--- config.mk ---
export PLATFORM = sky130hd
export DESIGN_NAME = bcd_rtc_core
export DESIGN_NICKNAME = d
export VERILOG_FILES = /design/src/rtl/rtc_pkg.sv /design/src/rtl/rtc_prescaler.sv /design/src/rtl/rtc_time_chain.sv /design/src/rtl/rtc_snapshot.sv /design/src/rtl/bcd_rtc_core.sv
export SDC_FILE = /design/constraint.sdc
export NUM_CORES = 1
export LEC_CHECK = 0
export BUFFER_PORTS_ARGS = -buffer_cell sky130_fd_sc_hd__buf_2
export CAP_MARGIN = 0
export CORE_MARGIN = 1.5
export CORE_UTILIZATION = 41
export DETAILED_ROUTE_END_ITERATION = 6
export GPL_TIMING_DRIVEN = 0
export PLACE_DENSITY_LB_ADDON = 0.25
export SYNTH_ARGS = -nofsm -noshare
export SYNTH_HDL_FRONTEND = slang
export SYNTH_SLANG_ARGS = --single-unit
--- constraint.sdc ---
create_clock -name clk -period 3.3 [get_ports clk]
set_input_delay 0.495 -clock clk [delete_from_list [all_inputs] [get_ports clk]]
set_output_delay 0.495 -clock clk [all_outputs]
set_load 0.01 [all_outputs]
--- src/rtl/rtc_pkg.sv ---
package rtc_pkg;

   localparam int FIELD_N = 9;

   typedef logic [7:0] bcd_t;

   typedef struct packed {
      bcd_t cent;
      bcd_t year;
      bcd_t month;
      bcd_t date;
      bcd_t day;
      bcd_t hour;
      bcd_t minute;
      bcd_t second;
      bcd_t hund;
   } rtc_time_t;

   typedef logic [FIELD_N-1:0][7:0] rtc_bank_t;

   function automatic bcd_t bcd_inc(input bcd_t v);
      bcd_t r;
      if (v[3:0] >= 4'd9) r = {v[7:4] + 4'd1, 4'd0};
      else                r = {v[7:4], v[3:0] + 4'd1};
      return r;
   endfunction

   function automatic logic bcd_div4(input bcd_t y);
      logic r;
      if (y[4]) r = (y[3:0] == 4'd2) || (y[3:0] == 4'd6);
      else      r = (y[3:0] == 4'd0) || (y[3:0] == 4'd4) || (y[3:0] == 4'd8);
      return r;
   endfunction

   function automatic bcd_t month_last(input bcd_t m, input logic leap);
      bcd_t r;
      case (m)
         8'h02:                      r = leap ? 8'h29 : 8'h28;
         8'h04, 8'h06, 8'h09, 8'h11: r = 8'h30;
         default:                    r = 8'h31;
      endcase
      return r;
   endfunction

endpackage

--- src/rtl/rtc_prescaler.sv ---
module rtc_prescaler #(
   parameter int TICK_HZ = 32768,
   parameter int HUND_HZ = 100
) (
   input  logic clk,
   input  logic rst_n,
   input  logic tick_en,
   input  logic clr,
   output logic hund_tick
);

   if (HUND_HZ < 1 || TICK_HZ < HUND_HZ) begin : g_bad_rate
      $error("rtc_prescaler: TICK_HZ must be at least HUND_HZ and HUND_HZ positive");
   end

   if (TICK_HZ % HUND_HZ == 0) begin : g_int_div
      localparam int DIV = TICK_HZ / HUND_HZ;
      localparam int DW  = (DIV < 2) ? 1 : $clog2(DIV);
      localparam logic [DW-1:0] LAST = DW'(DIV - 1);
      logic [DW-1:0] cnt;

      assign hund_tick = tick_en && !clr && (cnt == LAST);

      always_ff @(posedge clk or negedge rst_n) begin
         if (!rst_n)         cnt <= '0;
         else if (clr)       cnt <= '0;
         else if (hund_tick) cnt <= '0;
         else if (tick_en)   cnt <= cnt + DW'(1);
      end
   end else begin : g_frac_acc
      localparam int ACC_W = $clog2(TICK_HZ + HUND_HZ);
      localparam logic [ACC_W-1:0] STEP = ACC_W'(HUND_HZ);
      localparam logic [ACC_W-1:0] MODV = ACC_W'(TICK_HZ);
      logic [ACC_W-1:0] acc;
      logic [ACC_W-1:0] acc_sum;
      logic             reach;

      assign acc_sum   = acc + STEP;
      assign reach     = (acc_sum >= MODV);
      assign hund_tick = tick_en && !clr && reach;

      always_ff @(posedge clk or negedge rst_n) begin
         if (!rst_n)       acc <= '0;
         else if (clr)     acc <= '0;
         else if (tick_en) acc <= reach ? (acc_sum - MODV) : acc_sum;
      end
   end

endmodule

--- src/rtl/rtc_time_chain.sv ---
module rtc_time_chain
   import rtc_pkg::*;
#(
   parameter int          ADDR_W      = 4,
   parameter logic [7:0]  RST_CENTURY = 8'h20,
   parameter logic [7:0]  RST_YEAR    = 8'h00
) (
   input  logic              clk,
   input  logic              rst_n,
   input  logic              hund_tick,
   input  logic              wr_en,
   input  logic [ADDR_W-1:0] wr_addr,
   input  logic [7:0]        wr_data,
   output rtc_time_t         time_q
);

   localparam rtc_time_t RST_TIME = '{cent: RST_CENTURY, year: RST_YEAR,
                                      month: 8'h01, date: 8'h01, day: 8'h01,
                                      hour: 8'h00, minute: 8'h00,
                                      second: 8'h00, hund: 8'h00};

   rtc_time_t t, t_nxt;
   rtc_bank_t wr_bank;
   bcd_t      last_date;
   logic      c_sec, c_min, c_hr, c_day, c_mon, c_yr, c_cen;

   assign t         = time_q;
   assign last_date = month_last(t.month, bcd_div4(t.year));

   assign c_sec = hund_tick && (t.hund   >= 8'h99);
   assign c_min = c_sec     && (t.second >= 8'h59);
   assign c_hr  = c_min     && (t.minute >= 8'h59);
   assign c_day = c_hr      && (t.hour   >= 8'h23);
   assign c_mon = c_day     && (t.date   >= last_date);
   assign c_yr  = c_mon     && (t.month  >= 8'h12);
   assign c_cen = c_yr      && (t.year   >= 8'h99);

   always_comb begin
      wr_bank = rtc_bank_t'(t);
      for (int k = 0; k < FIELD_N; k++) begin
         if (wr_addr == ADDR_W'(k)) wr_bank[k] = wr_data;
      end
   end

   always_comb begin
      t_nxt = t;
      if (wr_en) begin
         t_nxt = rtc_time_t'(wr_bank);
      end else if (hund_tick) begin
         t_nxt.hund = c_sec ? 8'h00 : bcd_inc(t.hund);
         if (c_sec) t_nxt.second = c_min ? 8'h00 : bcd_inc(t.second);
         if (c_min) t_nxt.minute = c_hr  ? 8'h00 : bcd_inc(t.minute);
         if (c_hr)  t_nxt.hour   = c_day ? 8'h00 : bcd_inc(t.hour);
         if (c_day) begin
            t_nxt.day  = (t.day >= 8'h07) ? 8'h01 : bcd_inc(t.day);
            t_nxt.date = c_mon ? 8'h01 : bcd_inc(t.date);
         end
         if (c_mon) t_nxt.month  = c_yr  ? 8'h01 : bcd_inc(t.month);
         if (c_yr)  t_nxt.year   = c_cen ? 8'h00 : bcd_inc(t.year);
         if (c_cen) t_nxt.cent   = (t.cent >= 8'h99) ? 8'h00 : bcd_inc(t.cent);
      end
   end

   always_ff @(posedge clk or negedge rst_n) begin
      if (!rst_n) time_q <= RST_TIME;
      else        time_q <= t_nxt;
   end

endmodule

--- src/rtl/rtc_snapshot.sv ---
module rtc_snapshot
   import rtc_pkg::*;
#(
   parameter int ADDR_W = 4
) (
   input  logic              clk,
   input  logic              rst_n,
   input  logic              snap_req,
   input  rtc_time_t         live_t,
   input  logic [ADDR_W-1:0] rd_addr,
   output rtc_time_t         snap_t,
   output logic [7:0]        rd_data
);

   rtc_bank_t bank;

   always_ff @(posedge clk or negedge rst_n) begin
      if (!rst_n)        snap_t <= '0;
      else if (snap_req) snap_t <= live_t;
   end

   assign bank = rtc_bank_t'(snap_t);

   always_comb begin
      rd_data = 8'h00;
      for (int k = 0; k < FIELD_N; k++) begin
         if (rd_addr == ADDR_W'(k)) rd_data = bank[k];
      end
   end

endmodule

--- src/rtl/bcd_rtc_core.sv ---
module bcd_rtc_core
   import rtc_pkg::*;
#(
   parameter int         TICK_HZ     = 32768,
   parameter int         HUND_HZ     = 100,
   parameter int         ADDR_W      = 4,
   parameter logic [7:0] RST_CENTURY = 8'h20,
   parameter logic [7:0] RST_YEAR    = 8'h00
) (
   input  logic              clk,
   input  logic              rst_n,
   input  logic              tick_en,
   input  logic              wr_en,
   input  logic [ADDR_W-1:0] wr_addr,
   input  logic [7:0]        wr_data,
   input  logic              snap_req,
   input  logic [ADDR_W-1:0] rd_addr,
   output logic [7:0]        rd_data
);

   if ((1 << ADDR_W) < FIELD_N) begin : g_bad_addr
      $error("bcd_rtc_core: ADDR_W too narrow for the field count");
   end

   logic      hund_tick;
   rtc_time_t live_t;
   rtc_time_t snap_t;

   rtc_prescaler #(.TICK_HZ(TICK_HZ), .HUND_HZ(HUND_HZ)) presc_i (
      .clk       (clk),
      .rst_n     (rst_n),
      .tick_en   (tick_en),
      .clr       (wr_en),
      .hund_tick (hund_tick)
   );

   rtc_time_chain #(.ADDR_W(ADDR_W), .RST_CENTURY(RST_CENTURY),
                    .RST_YEAR(RST_YEAR)) chain_i (
      .clk       (clk),
      .rst_n     (rst_n),
      .hund_tick (hund_tick),
      .wr_en     (wr_en),
      .wr_addr   (wr_addr),
      .wr_data   (wr_data),
      .time_q    (live_t)
   );

   rtc_snapshot #(.ADDR_W(ADDR_W)) snap_i (
      .clk      (clk),
      .rst_n    (rst_n),
      .snap_req (snap_req),
      .live_t   (live_t),
      .rd_addr  (rd_addr),
      .snap_t   (snap_t),
      .rd_data  (rd_data)
   );

endmodule

==> summary.txt <==
Run status
  – Status: finished with violations
  – Failing checks: setup timing

Drt
  – Initial DRC count: 524
  – Drt pass-1 iters: 6
  – Vias per inst: 5.773
  – Vias: 6916
  – Post-route ant nets: 0
  – WL/cell: 20.56 um
  – # DRC: 0
  – Final wirelength: 24630 um

Worst setup path
  – Endpoint kind of the worst setup timing path: flop
  – Worst Path Arrival: 3740 ps
  – WP data required: 3650 ps
  – Reg2reg start: chain_i.time_q[48]
  – Critical Path Start Type: flop
  – Critical path class: flop to flop
  – Worst-path fanout max: 7
  – Worst flop-to-flop path endpoint: chain_i.time_q[54]
  – R2R depth: 15
  – R2R Setup Slk: -80 ps

Layout
  – ANT cells: 0
  – Final Non-Filler Cells: 1198
  – Layout area overhead: 16.30%
  – Layout cell share with drive strength beyond 1: 26.33%
  – Final nets: 985
  – Fin area: 10450 um2
  – Fillers: 1919
  – Core Util, Final: 49.10%

CTS
  – Clk pin slew, worst setup/hold paths: 70 ps
  – H-tree depth: 4
  – Hold_buf cts: 0
  – Clock Latency Late Sink: 440 ps
  – Number of buffers created by CTS: 17
  – Clk sinks: 158
  – CTS tree: yes
  – CTS root buf: clkbuf_16
  – CTS max path bufs: 2

Floorplan
  – Die Ht: 151.0 um
  – Initial Util: 42.21%
  – Top Ports: 29
  – Die Width: 151.0 um
  – Row cnt: 53
  – Core Region: 21290 um2
  – Area of the die: 22810 um2

Synth
  – EDFF count, synth: 0
  – Post-Syn Nets: 920
  – Syn Std Cell Area: 8986 um2
  – Syn Area/Cell: 10.63 um2
  – Syn. warnings: 0
  – Top FF cell, synth: dfrtp_1
  – Synth cell types: 76
  – Mapped Cells: 845
  – Post-synth ARST share: 100.0%
  – Register area share after synthesis: 44.05%
  – Seq cells post-synth: 158

STA
  – Max-slew violation count: 0
  – Worst slew margin: 39.82%
  – Worst slew pin tran: 894.4 ps
  – RSZ-0062 raised after global routing: yes
  – Setup ws final: -82.12 ps
  – Number of hold violations in the final report: 0
  – Clock Skews: 14.63 ps
  – Min cycle time layout: 3382 ps
  – Fin crit share: 102.5%
  – # setup viols final: 12
  – FMAX: 295.7 MHz
  – TNS Setup: -451.7 ps

Power and ir drop
  – Max rail drop VDD: 0.3113 mV
  – Pwr dens: 615.6 nW/um2
  – Leakage: 4.664 nW
  – Pwr Total: 0.006434 W

Global routing
  – First-pass GRT wire length: 38270 um
  – GRT Total Usage: 22.56%
  – Initial antenna violation count: 0
  – Largest net degree at the start of global routing: 86
  – Via count of the first global-routing pass: 6621
  – Remaining global-route overflow: 0

Run
  – Max-Cap Viols: 0

Min path
  – Worst min-delay path class: input port to async pin

Placement
  – Placer Congestion: 0.8117
  – Port buffer count: 26
  – DPL Wire Length: 17020 um
  – Placed cell count: 1147
  – DP Area: 9498 um2
-- area by class of cell --
cell class / instances / area, um2 / area share [%]
Multi-Input combinational cell: 605 / 4896 / 46.85
Timing Repair Buffer: 47 / 322.8 / 3.089
Clock inverter: 14 / 152.6 / 1.461
Buffer: 32 / 156.4 / 1.496
Inverter: 49 / 186.4 / 1.784
Sequential cell: 158 / 3964 / 37.93
Clock buffer: 18 / 429.2 / 4.106
Tap cell: 275 / 344.1 / 3.292
-- where the power goes --
part           leakage (nW)  internal (W)  total (W)  switching, W
logic                  2.41      0.000765    0.00163      0.000860
clock network         0.287       0.00107    0.00197      0.000901
registers              1.97       0.00236    0.00284      0.000477
-- metal layers --
layer	part of all wire, %	vias up	routed length [um]	global-route usage [%]
li1	-	3245	-	-
met1	44	3476	10960	29.44
met2	49	152	12040	37.31
met3	3.2	43	792	3.976
met4	3.4	0	839	8.641
met5	0	-	0	0
-- kinds of logic after synthesis --
logic type	synth area share [%]
muxes	14.17
and+or+nand+nor	11.72
adders and majority gates	7.519
buffers and inverters	3.871
AOI/OAI and AO/OA	17.78
xor gates and xnor gates	0.8772
DFF	44.05
-- through the flow --
step / worst slack (ps) / hold WS, ps
after global routing: -213.6 / 93.60
after detailed placement: -384.1 / 491.8
final: -82.12 / 46.18
after CTS: 4.515 / 61.09
after global placement: -858.1 / 484.9
after floorplan: 24.81 / 199.4
-- layout by cell type (no fill, tap or decap), types with 5 or more instances in the layout --
| cell type | count |
|---|---|
| nand4_1 | 9 |
| mux2_2 | 79 |
| a22o_1 | 14 |
| nand2_1 | 57 |
| ha_1 | 50 |
| o211ai_1 | 9 |
| o21ai_0 | 40 |
| a221o_1 | 8 |
| a21oi_1 | 34 |
| o21a_1 | 7 |
| and3_1 | 5 |
| mux2i_1 | 17 |
| clkbuf_1 | 15 |
| o21ai_1 | 8 |
| and2_1 | 7 |
| nor2_1 | 46 |
| buf_4 | 19 |
| xor2_1 | 8 |
| nor2b_1 | 6 |
| a21oi_2 | 6 |
| nor3_1 | 8 |
| nand2b_1 | 11 |
| o22ai_1 | 15 |
| nand3_1 | 28 |
| buf_2 | 36 |
| mux4_2 | 8 |
| inv_1 | 47 |
| clkbuf_16 | 17 |
| a31oi_1 | 14 |
| dfrtp_1 | 150 |
| inv_6 | 5 |
| o31a_1 | 6 |
| o31ai_1 | 10 |
-- Yosys cell counts (all sizes together) (6+ instances only) --
cell type | number | area, um2
xor2 | 8 | 70.07
nand3 | 29 | 150.1
nand2 | 61 | 229.0
nand4 | 10 | 68.81
o21ai | 55 | 294.0
inv | 49 | 183.9
dfrtp | 154 | 3854
mux4 | 8 | 180.2
nand2b | 11 | 68.82
nor3 | 10 | 60.06
nor2 | 48 | 190.2
a22o | 14 | 122.6
clkbuf | 15 | 56.30
nor2b | 6 | 37.54
a31oi | 15 | 100.1
and3 | 6 | 37.54
buf | 18 | 107.6
o31a | 6 | 52.55
and2 | 7 | 43.79
o31ai | 13 | 97.59
a311oi | 6 | 58.80
o21a | 7 | 52.55
ha | 54 | 675.7
a221o | 8 | 80.08
mux2i | 18 | 192.7
o211ai | 9 | 67.56
a21oi | 43 | 230.2
o22ai | 16 | 100.1
mux2 | 80 | 900.9
-- what timing repair did --
action | 4_1_cts | 5_1_grt
gates cloned | 0 | 2
setup endpoints to repair | 37 | 31
gates resized for setup | 24 | 37
setup buffers | 11 | 7
pin swaps | 12 | 23
-- sequential cells by signal, indices dropped and copies added, names as in the netlist --
signal	flops
chain_i.time_q	72
snap_i.snap_t	72
presc_i.g_frac_acc.acc	14
-- how the worst max path moves through the flow --
stage,endpoint,startpoint,depth (start not counted)
after floorplan,chain_i.time_q[52],chain_i.time_q[48],15
after global routing,chain_i.time_q[54],chain_i.time_q[48],15
final,chain_i.time_q[54],chain_i.time_q[48],15
after CTS,chain_i.time_q[50],chain_i.time_q[48],14
after global placement,snap_i.snap_t[18],rst_n,1
after detailed placement,chain_i.time_q[62],chain_i.time_q[48],15
-- critical path, stage by stage (launching register included) --
cell,delay (ps)
dfstp_2,600
inv_4,70
ha_4,160
o211ai_1,200
a21oi_1,100
o21ai_1,180
mux2_4,190
ha_4,190
or4b_4,490
a21oi_4,170
o21ai_4,110
and3_4,270
nor2_4,190
buf_6,160
o22ai_2,60
a2bb2oi_1,160
Note: power is estimated with default switching activity, not from simulation.
